**src/rtl/irq_dest_pkg.sv**
```systemverilog
package irq_dest_pkg;

    typedef enum logic [1:0] {
        ST_IDLE    = 2'd0,
        ST_RESOLVE = 2'd1,
        ST_OFFER   = 2'd2
    } rs_state_e;

    typedef enum logic [1:0] {
        SH_FIELD  = 2'd0,
        SH_SELF   = 2'd1,
        SH_ALL    = 2'd2,
        SH_OTHERS = 2'd3
    } shorthand_e;

    localparam logic [2:0] DM_LOWEST   = 3'd1;
    localparam logic [2:0] DM_INIT     = 3'd5;
    localparam logic [3:0] FMT_FLAT    = 4'hF;
    localparam logic [3:0] FMT_CLUSTER = 4'h0;
    localparam logic [7:0] DEST_BCAST  = 8'hFF;

    typedef struct packed {
        logic [7:0] vector;
        logic [2:0] mode;
        logic       logical;
        logic       level;
        logic       trig;
        shorthand_e sh;
    } cmd_t;

    function automatic cmd_t decode_cmd(input logic [19:0] w);
        cmd_t c;
        c.vector  = w[7:0];
        c.mode    = w[10:8];
        c.logical = w[11];
        c.level   = w[14];
        c.trig    = w[15];
        c.sh      = shorthand_e'(w[19:18]);
        return c;
    endfunction

endpackage

```
**src/rtl/irq_tgt_match.sv**
```systemverilog
module irq_tgt_match
    import irq_dest_pkg::*;
(
    input  logic [7:0] dest,
    input  logic [7:0] id,
    input  logic [7:0] ldest,
    input  logic [3:0] fmt,
    output logic       phys_hit,
    output logic       log_hit
);
    logic flat_hit;
    logic clus_hit;

    always_comb begin
        phys_hit = (id == dest);
        flat_hit = |(dest & ldest);
        clus_hit = (dest[7:4] == ldest[7:4]) && |(dest[3:0] & ldest[3:0]);
        unique case (fmt)
            FMT_FLAT:    log_hit = flat_hit;
            FMT_CLUSTER: log_hit = clus_hit;
            default:     log_hit = 1'b0;
        endcase
    end
endmodule

```
**src/rtl/irq_lowest_bit.sv**
```systemverilog
module irq_lowest_bit #(
    parameter int W = 8
) (
    input  logic [W-1:0] vec_in,
    output logic [W-1:0] vec_out
);
    assign vec_out = vec_in & (~vec_in + W'(1));
endmodule

```
**src/rtl/irq_dest_select.sv**
```systemverilog
module irq_dest_select
    import irq_dest_pkg::*;
#(
    parameter int N_TGT = 8,
    parameter int IDX_W = $clog2(N_TGT)
) (
    input  shorthand_e         sh,
    input  logic               logical,
    input  logic [7:0]         dest,
    input  logic [IDX_W-1:0]   sender,
    input  logic [N_TGT*8-1:0] tgt_id,
    input  logic [N_TGT*8-1:0] tgt_ldest,
    input  logic [N_TGT*4-1:0] tgt_fmt,
    output logic [N_TGT-1:0]   mask
);
    logic [N_TGT-1:0] phys_hit;
    logic [N_TGT-1:0] log_hit;
    logic [N_TGT-1:0] phys_first;
    logic [N_TGT-1:0] self_bit;

    for (genvar i = 0; i < N_TGT; i++) begin : g_tgt
        irq_tgt_match u_match (
            .dest     (dest),
            .id       (tgt_id[i*8 +: 8]),
            .ldest    (tgt_ldest[i*8 +: 8]),
            .fmt      (tgt_fmt[i*4 +: 4]),
            .phys_hit (phys_hit[i]),
            .log_hit  (log_hit[i])
        );
        assign self_bit[i] = (sender == IDX_W'(i));
    end

    irq_lowest_bit #(.W(N_TGT)) u_first (
        .vec_in  (phys_hit),
        .vec_out (phys_first)
    );

    always_comb begin
        unique case (sh)
            SH_SELF:   mask = self_bit;
            SH_ALL:    mask = '1;
            SH_OTHERS: mask = ~self_bit;
            default: begin
                if (logical)                 mask = log_hit;
                else if (dest == DEST_BCAST) mask = '1;
                else                         mask = phys_first;
            end
        endcase
    end
endmodule

```
**src/rtl/irq_dest_resolver.sv**
```systemverilog
module irq_dest_resolver
    import irq_dest_pkg::*;
#(
    parameter int N_TGT = 8,
    parameter int IDX_W = $clog2(N_TGT)
) (
    input  logic               clk,
    input  logic               rst_n,
    input  logic               wr_en,
    input  logic               wr_hi_sel,
    input  logic [31:0]        wr_data,
    output logic               cmd_ready,
    input  logic [IDX_W-1:0]   sender_idx,
    input  logic [N_TGT*8-1:0] tgt_id,
    input  logic [N_TGT*8-1:0] tgt_ldest,
    input  logic [N_TGT*4-1:0] tgt_fmt,
    output logic               out_valid,
    input  logic               out_ready,
    output logic [N_TGT-1:0]   out_mask,
    output logic [2:0]         out_mode,
    output logic [7:0]         out_vector,
    output logic               out_trig,
    output logic               reload_pulse,
    output logic [N_TGT-1:0]   reload_mask
);
    rs_state_e        state_q, state_d;
    logic [7:0]       hi_dest_q;
    logic [7:0]       dest_q;
    logic [IDX_W-1:0] sender_q;
    cmd_t             cmd_q;
    logic [N_TGT-1:0] sel_mask;
    logic [N_TGT-1:0] low_mask;
    logic             lo_write;
    logic             init_deassert;
    logic             unused_bits;

    assign unused_bits   = ^{wr_data[23:20], wr_data[17:16], wr_data[13:12]};
    assign lo_write      = wr_en && !wr_hi_sel && (state_q == ST_IDLE);
    assign init_deassert = (cmd_q.mode == DM_INIT) && !cmd_q.level && cmd_q.trig;
    assign cmd_ready     = (state_q == ST_IDLE);

    irq_dest_select #(.N_TGT(N_TGT), .IDX_W(IDX_W)) u_sel (
        .sh        (cmd_q.sh),
        .logical   (cmd_q.logical),
        .dest      (dest_q),
        .sender    (sender_q),
        .tgt_id    (tgt_id),
        .tgt_ldest (tgt_ldest),
        .tgt_fmt   (tgt_fmt),
        .mask      (sel_mask)
    );

    irq_lowest_bit #(.W(N_TGT)) u_lowpick (
        .vec_in  (sel_mask),
        .vec_out (low_mask)
    );

    // state register
    always_ff @(posedge clk or negedge rst_n) begin
        if (!rst_n) state_q <= ST_IDLE;
        else        state_q <= state_d;
    end

    // transitions: START, RELOAD, ISSUE, ACCEPT
    always_comb begin
        state_d = state_q;
        unique case (state_q)
            ST_IDLE:    if (lo_write) state_d = ST_RESOLVE;
            ST_RESOLVE: state_d = init_deassert ? ST_IDLE : ST_OFFER;
            ST_OFFER:   if (out_ready) state_d = ST_IDLE;
            default:    state_d = ST_IDLE;
        endcase
    end

    // command capture and outputs
    always_ff @(posedge clk or negedge rst_n) begin
        if (!rst_n) begin
            hi_dest_q    <= '0;
            dest_q       <= '0;
            sender_q     <= '0;
            cmd_q        <= decode_cmd('0);
            out_valid    <= 1'b0;
            out_mask     <= '0;
            out_mode     <= '0;
            out_vector   <= '0;
            out_trig     <= 1'b0;
            reload_pulse <= 1'b0;
            reload_mask  <= '0;
        end else begin
            reload_pulse <= 1'b0;
            if (wr_en && wr_hi_sel) hi_dest_q <= wr_data[31:24];
            unique case (state_q)
                ST_IDLE: begin
                    if (lo_write) begin
                        cmd_q    <= decode_cmd(wr_data[19:0]);
                        dest_q   <= hi_dest_q;
                        sender_q <= sender_idx;
                    end
                end
                ST_RESOLVE: begin
                    if (init_deassert) begin
                        reload_pulse <= 1'b1;
                        reload_mask  <= sel_mask;
                    end else begin
                        out_valid  <= 1'b1;
                        out_mask   <= (cmd_q.mode == DM_LOWEST) ? low_mask : sel_mask;
                        out_mode   <= cmd_q.mode;
                        out_vector <= cmd_q.vector;
                        out_trig   <= cmd_q.trig;
                    end
                end
                ST_OFFER: begin
                    if (out_ready) out_valid <= 1'b0;
                end
                default: ;
            endcase
        end
    end
endmodule

```
**config.mk**
```make
export PLATFORM = sky130hd
export DESIGN_NAME = irq_dest_resolver
export DESIGN_NICKNAME = d
export VERILOG_FILES = /design/src/rtl/irq_dest_pkg.sv /design/src/rtl/irq_tgt_match.sv /design/src/rtl/irq_lowest_bit.sv /design/src/rtl/irq_dest_select.sv /design/src/rtl/irq_dest_resolver.sv
export SDC_FILE = /design/constraint.sdc
export NUM_CORES = 1
export LEC_CHECK = 0
export BUFFER_PORTS_ARGS = -buffer_cell sky130_fd_sc_hd__buf_2
export CAP_MARGIN = 20
export CELL_PAD_IN_SITES_DETAIL_PLACEMENT = 1
export CELL_PAD_IN_SITES_GLOBAL_PLACEMENT = 2
export CORE_MARGIN = 1.5
export CORE_UTILIZATION = 27
export CTS_CLUSTER_SIZE = 30
export DETAILED_ROUTE_END_ITERATION = 12
export HOLD_SLACK_MARGIN = 0.08
export MAX_ROUTING_LAYER = met4
export PLACE_DENSITY = 0.84
export SLEW_MARGIN = 10
export SYNTH_ARGS = -nofsm -noshare
export SYNTH_HDL_FRONTEND = slang
export SYNTH_SLANG_ARGS = --single-unit
```
**constraint.sdc**
```tcl
create_clock -name clk -period 3.1 [get_ports clk]
set_clock_uncertainty 0.15 [all_clocks]
set_input_delay 0.31 -clock clk [delete_from_list [all_inputs] [get_ports clk]]
set_output_delay 0.31 -clock clk [all_outputs]
set_load 0.005 [all_outputs]
```
==> results of run 1 <==
-- layout make-up --
| cell class | instances | area, um^2 |
|---|---|---|
| Fill cell | 1992 | 10100 |
| Tap cell | 220 | 275 |
| Clock buffer | 11 | 233 |
| Antenna cell | 4 | 10.0 |
| Inverter | 4 | 15.0 |
| Timing Repair Buffer | 267 | 1510 |
| Multi-Input combinational cell | 383 | 2870 |
| Clock inverter | 5 | 30.0 |
| Sequential cell | 67 | 1680 |
-- routing by layer --
layer / vias up / wire length (um)
met4: 0 / 346
met2: 134 / 9540
met3: 27 / 666
li1: 2252 / -
met1: 2274 / 7890
met5: - / 0
-- what timing repair did --
item | CTS | global route
resized for setup | 0 | 1
endpoints found under the setup margin | 0 | 2
hold buffers | 26 | 0
hold endpoints to repair | 35 | 0
-- flip-flops by register name (all words and copies together), names as in the netlist --
signal and flops:
out_mode 3, out_mask 8, reload_pulse 1, out_trig 1
dest_q 8, state_q 2, out_valid 1, reload_mask 8
sender_q 3, out_vector 8, cmd_q 16, hi_dest_q 8
-- worst max-delay path: stages (launching register included) --
cell and delay (ns):
dfrtp_1 0.54, buf_4 0.27, xor2_1 0.17, nor4_1 0.49, and2_1 0.27, nor4b_2 0.09
a21oi_1 0.28, nand4_1 0.19, o211ai_2 0.20, a21boi_2 0.17
-- where the power goes --
group          total (mW)  leakage, nW  switching [mW]  internal, mW
clock network       0.913        0.125           0.376         0.537
registers            1.55        0.791           0.381          1.17
logic                2.00         2.20            1.04         0.951
total                4.46         3.11            1.80          2.66
-- final timing paths --
path	start	endpoint	slack (ns)
max in group asynchronous	rst_n	dest_q[7]$_DFFE_PN0P_	1.83
worst max register to register	dest_q[4]$_DFFE_PN0P_	out_mask[7]$_DFFE_PN0P_	0.20
worst min register to register	out_mode[1]$_DFFE_PN0P_	out_mode[1]$_DFFE_PN0P_	0.32
min in group asynchronous	rst_n	reload_mask[1]$_DFFE_PN0P_	0.25
worst min-delay path	wr_data[8]	cmd_q[5]$_DFFE_PN0P_	0.1
worst max-delay path	dest_q[4]$_DFFE_PN0P_	out_mask[7]$_DFFE_PN0P_	0.20
-- Yosys cell counts, types with 9 or more instances --
cell	count	area, um^2
ha_1	32	400
mux2_2	35	394
xor2_1	39	342
a21oi_1	17	85.1
nand2_1	71	267
dfrtp_1	67	1680
a22oi_1	13	97.6
nand4_1	17	106
clkbuf_1	11	41.3
o21ai_0	19	95.1
xnor2_1	27	236
o21ai_1	9	45.0
nor2_1	18	67.6
nor4_1	21	131
or4_1	11	82.6
-- kinds of logic after synthesis --
kind of cell / synth area share (%)
AOI/OAI and AO/OA: 12.5
DFF: 35.8
muxes: 8.41
buffers and inverters: 3.36
and+or+nand+nor: 18.1
adders and majority gates: 8.54
xor gates and xnor gates: 13.4
-- stage by stage --
step / instances / total power [mW] / instance area (um^2) / hold slack, ns
2_1_floorplan: 479 / 2.70 / 4690 / -0.136
3_3_place_gp: 915 / 3.46 / 6090 / 0.0456
3_5_place_dp: 915 / 3.55 / 6090 / 0.0497
4_1_cts: 957 / 4.52 / 6610 / 0.0801
5_1_grt: 961 / 4.82 / 6620 / 0.0851
6_report: 961 / 4.46 / 6620 / 0.0996
==> results.json, run 1 <==
{
  "reg2reg_depth": 9,
  "drt-total-wl_um": 18400,
  "grtUsageTotal_pct": 21.5,
  "dp_hpwl_um": 15000,
  "report.final.slew_viol_count": 0,
  "clkSlewWorstSetupHoldPaths_ns": 0.06,
  "startpoint_type": "register",
  "fin_setup_tns_ns": 0,
  "rsz0062_at_grt": "no",
  "finalNetCount": 964,
  "drt-vias-per-instance": 4.88,
  "ys.flop_type": "dfrtp_1",
  "finalWeightedCongestion": 0.904,
  "fin_crit_sh_pct": 93.5,
  "cts_setup_buffers": 0,
  "critical_path_class": "register to register",
  "syn_inst": 479,
  "grt_pass1_wl_um": 28800,
  "core_um2": 16800,
  "portBuffers": 222,
  "grt_pass1_vias": 5365,
  "clock_path_buffers": 2,
  "hold_class": "input port to register",
  "cp.required_ns": 3.21,
  "die_h_um": 135,
  "antenna_found_initial": 4,
  "die-area_um2": 18200,
  "cap_violations": 0,
  "ir_drop_v": 0.000352,
  "synth-edff-count": 0,
  "insertion_delay_ns": 0.33,
  "grt_util_met2_pct": 37.5,
  "cts-htree-levels": 3,
  "cts_root_buf": "clkbuf_16",
  "ys_seq_area_share_pct": 35.8,
  "utilization_pct": 39.5,
  "area_growth_pct": 41.2,
  "met1_usage_pct": 25.4,
  "ys_warn_count": 0,
  "p_per_area_nw_per_um2": 673,
  "setup_slack_ns": 0.201,
  "die_x_um": 135,
  "drc_errors": 0,
  "use_met3_pct": 2.97,
  "ys_async_sr_fraction_pct": 100,
  "ys_types": 55,
  "busiest_layer": "met2",
  "drt_iter0_drc": 168,
  "endpoint_kind": "register",
  "wl_per_cell_um": 19.2,
  "ys_ff_latch": 67,
  "syn_nets": 711,
  "synth_area_per_cell_um2": 9.79,
  "setup_viol": 0,
  "post-place-ws_ns": 0.162,
  "grt_max_degree": 31,
  "worst_pin_slew_ns": 0.853,
  "clock-sinks": 67,
  "min_path_cells": 2,
  "fin_crit_ns": 2.90,
  "cts_tree": "built",
  "netlist_area_um2": 4690,
  "hold_viol": 0,
  "grt_overflow": 0,
  "status": "complete, no violations",
  "cts_buffers": 9,
  "firstDrtPassIters": 4,
  "ios": 231,
  "max_freq_mhz": 345,
  "rows": 47,
  "critPathMaxFanout": 8,
  "start_util_pct": 28.0,
  "final_common_cell": "buf_2",
  "drive_gt1_share_pct": 41.8,
  "vias": 4687,
  "p_leak_nw": 3.11,
  "ant_nets": 0,
  "crit_arrival_ns": 3.00,
  "mostFrequentLayoutCells": "buf_2 (222), nand2_1 (71), dfrtp_1 (66), xor2_1 (39), mux2_2 (35)",
  "relSlewSlack_pct": 43.0
}
Note: power is estimated with default switching activity, not from simulation.
==> run 2: changes to the inputs <==
--- a/config.mk
+++ b/config.mk
@@ -15,7 +15,7 @@
 export DETAILED_ROUTE_END_ITERATION = 12
 export HOLD_SLACK_MARGIN = 0.08
 export MAX_ROUTING_LAYER = met4
-export PLACE_DENSITY = 0.84
+export PLACE_DENSITY = 0.79
 export SLEW_MARGIN = 10
 export SYNTH_ARGS = -nofsm -noshare
 export SYNTH_HDL_FRONTEND = slang
==> run 2 against run 1 <==
  * Combinational power about the same
  * Clock-buffer cell count decreased by 2
  * Sequential share of layout area decreased by 0.22 points
  * Non-clock buffer count unchanged
  * Register-to-register slack improved by 0.07 ns
  * Routed wire length decreased by 1.1%
  * Critical path type unchanged
  * Critical endpoint unchanged
  * Largest power group unchanged
  * Highest routed layer unchanged
==> results.json, run 2 (synthesis results as in run 1) <==
{
  "status": "complete, no violations",
  "clock-sinks": 67,
  "fin_crit_ns": 2.83,
  "rsz0062_at_grt": "no",
  "fillCellCount": 1969,
  "post-place-ws_ns": 0.227,
  "final_common_cell": "buf_2",
  "insertion_delay_ns": 0.33,
  "drt-total-wl_um": 18200,
  "reg2reg_depth": 9,
  "cp.required_ns": 3.16,
  "swShare_pct": 39.0,
  "largest_reg_flops": 16,
  "vias": 4634,
  "ir_drop_v": 0.000404,
  "drive_gt1_share_pct": 42.1,
  "ff2ff_setup_slack_ns": 0.27,
  "hold_viol": 0,
  "cts_buffers": 9,
  "max_stage_delay_ns": 0.57,
  "cap_violations": 0,
  "grt_pass1_wl_um": 28500,
  "slowest_stage": "dfrtp_1",
  "startpoint_type": "register",
  "cp.depth": 9,
  "max_freq_mhz": 353,
  "p_leak_nw": 3.15,
  "crit_path_cell_trace": "ha_1, or4_1, o21ai_1, a21oi_1, o31ai_2, a211oi_4, nand4_1, o211ai_2, a21boi_2",
  "portBuffers": 222,
  "fin_crit_sh_pct": 91.3,
  "die-area_um2": 18200,
  "min_path_cells": 2,
  "critical_path_class": "register to register",
  "firstDrtPassIters": 4,
  "utilization_pct": 39.8,
  "mostFrequentLayoutCells": "buf_2 (222), nand2_1 (71), dfrtp_1 (66), xor2_1 (39), mux2_2 (35)",
  "setup_slack_ns": 0.270,
  "antenna_found_initial": 2,
  "cts_root_buf": "clkbuf_16",
  "rows": 47,
  "report.final.slew_viol_count": 0,
  "critPathMaxFanout": 7,
  "grtUsageTotal_pct": 21.0,
  "relSlewSlack_pct": 46.7,
  "die_h_um": 135,
  "grt_max_degree": 58,
  "cts_tree": "built",
  "p_switching_mw": 1.81,
  "regArea_um2": 1680,
  "fin_setup_tns_ns": 0,
  "ant_nets": 0,
  "intPower_mw": 2.83,
  "design_area_um2": 6680,
  "crit_family": "compound AO/OA/AOI/OAI gates",
  "drc_errors": 0,
  "hold_class": "input port to register",
  "area_growth_pct": 42.4,
  "finalNetCount": 964,
  "clkSlewWorstSetupHoldPaths_ns": 0.06,
  "dp_hpwl_um": 15000,
  "timing.rr.start": "dest_q[5]$_DFFE_PN0P_",
  "drt_iter0_drc": 112,
  "die_x_um": 135,
  "placed_cell_area_um2": 6090,
  "core_um2": 16800,
  "setup_viol": 0,
  "wl_per_cell_um": 19.0,
  "clock_path_buffers": 2,
  "crit_arrival_ns": 2.89,
  "pwr-share-seq_pct": 33.0,
  "cp-startpoint": "dest_q[5]$_DFFE_PN0P_",
  "drt-vias-per-instance": 4.83,
  "endpoint_kind": "register",
  "grt_pass1_vias": 5180,
  "path_buf_inv": 0,
  "combPwrFrac_pct": 43.1,
  "min_from": "wr_data[24]",
  "start_util_pct": 28.0,
  "cts_setup_buffers": 0,
  "clock_power_share_pct": 23.9,
  "grt_overflow": 0,
  "p_per_area_nw_per_um2": 694,
  "whs_endpoint": "hi_dest_q[0]$_DFFE_PN0P_",
  "multiInputGateArea_um2": 2870,
  "worst_pin_slew_ns": 0.798,
  "cts-htree-levels": 3,
  "ios": 231,
  "regMostFlops": "cmd_q",
  "finalWeightedCongestion": 0.871,
  "r2r_end": "out_mask[7]$_DFFE_PN0P_"
}
==> run 2: power by group through the flow <==
stage	clock network (mW)	registers [mW]	logic (mW)
floorplan	0	1.37	1.33
global placement	0	1.52	1.92
detailed placement	0	1.54	2.00
global route	1.17	1.58	2.24
finish	1.11	1.53	2.00
CTS	1.13	1.53	2.04
==> run 2: final cells by class <==
class                      instances  area share [%]
multi-input combinational        383            42.9
clock buffer                       9            3.37
timing repair buffer             267            22.7
sequential                        67            25.1
tap                              220            4.12
antenna                            2          0.0749
clock inverter                     7            1.50
inverter                           4           0.225
==> run 2: what timing repair did <==
item                       in CTS  in global routing
hold buffers                   25                  1
gates resized for setup         0                  1
hold endpoints to repair       34                  1
setup endpoints to repair       0                  1
==> run 2: worst max path at each step <==
| stage | to | slack [ns] |
|---|---|---|
| after floorplan | out_mask[7]$_DFFE_PN0P_ | 0.60 |
| after global placement | out_mask[7]$_DFFE_PN0P_ | 0.28 |
| after detailed placement | out_mask[7]$_DFFE_PN0P_ | 0.23 |
| after CTS | out_mask[7]$_DFFE_PN0P_ | 0.21 |
| after global routing | out_mask[7]$_DFFE_PN0P_ | 0.07 |
| final | out_mask[7]$_DFFE_PN0P_ | 0.27 |
==> run 2: metal layers <==
| layer | vias up | GRT usage (%) | share of wire, % |
|---|---|---|---|
| li1 | 2253 | - | - |
| met4 | 0 | 5.38 | 1.8 |
| met5 | - | - | 0 |
| met1 | 2246 | 25.3 | 44 |
| met2 | 109 | 37.4 | 51 |
| met3 | 26 | 2.52 | 3.2 |
==> run 2: metrics by stage <==
| step | hold WS (ns) | total power, mW | cells |
|---|---|---|---|
| 2_1_floorplan | -0.136 | 2.70 | 479 |
| 3_3_place_gp | 0.0410 | 3.44 | 915 |
| 3_5_place_dp | 0.0416 | 3.54 | 915 |
| 4_1_cts | 0.0804 | 4.70 | 956 |
| 5_1_grt | 0.0806 | 4.99 | 959 |
| 6_report | 0.0930 | 4.64 | 959 |
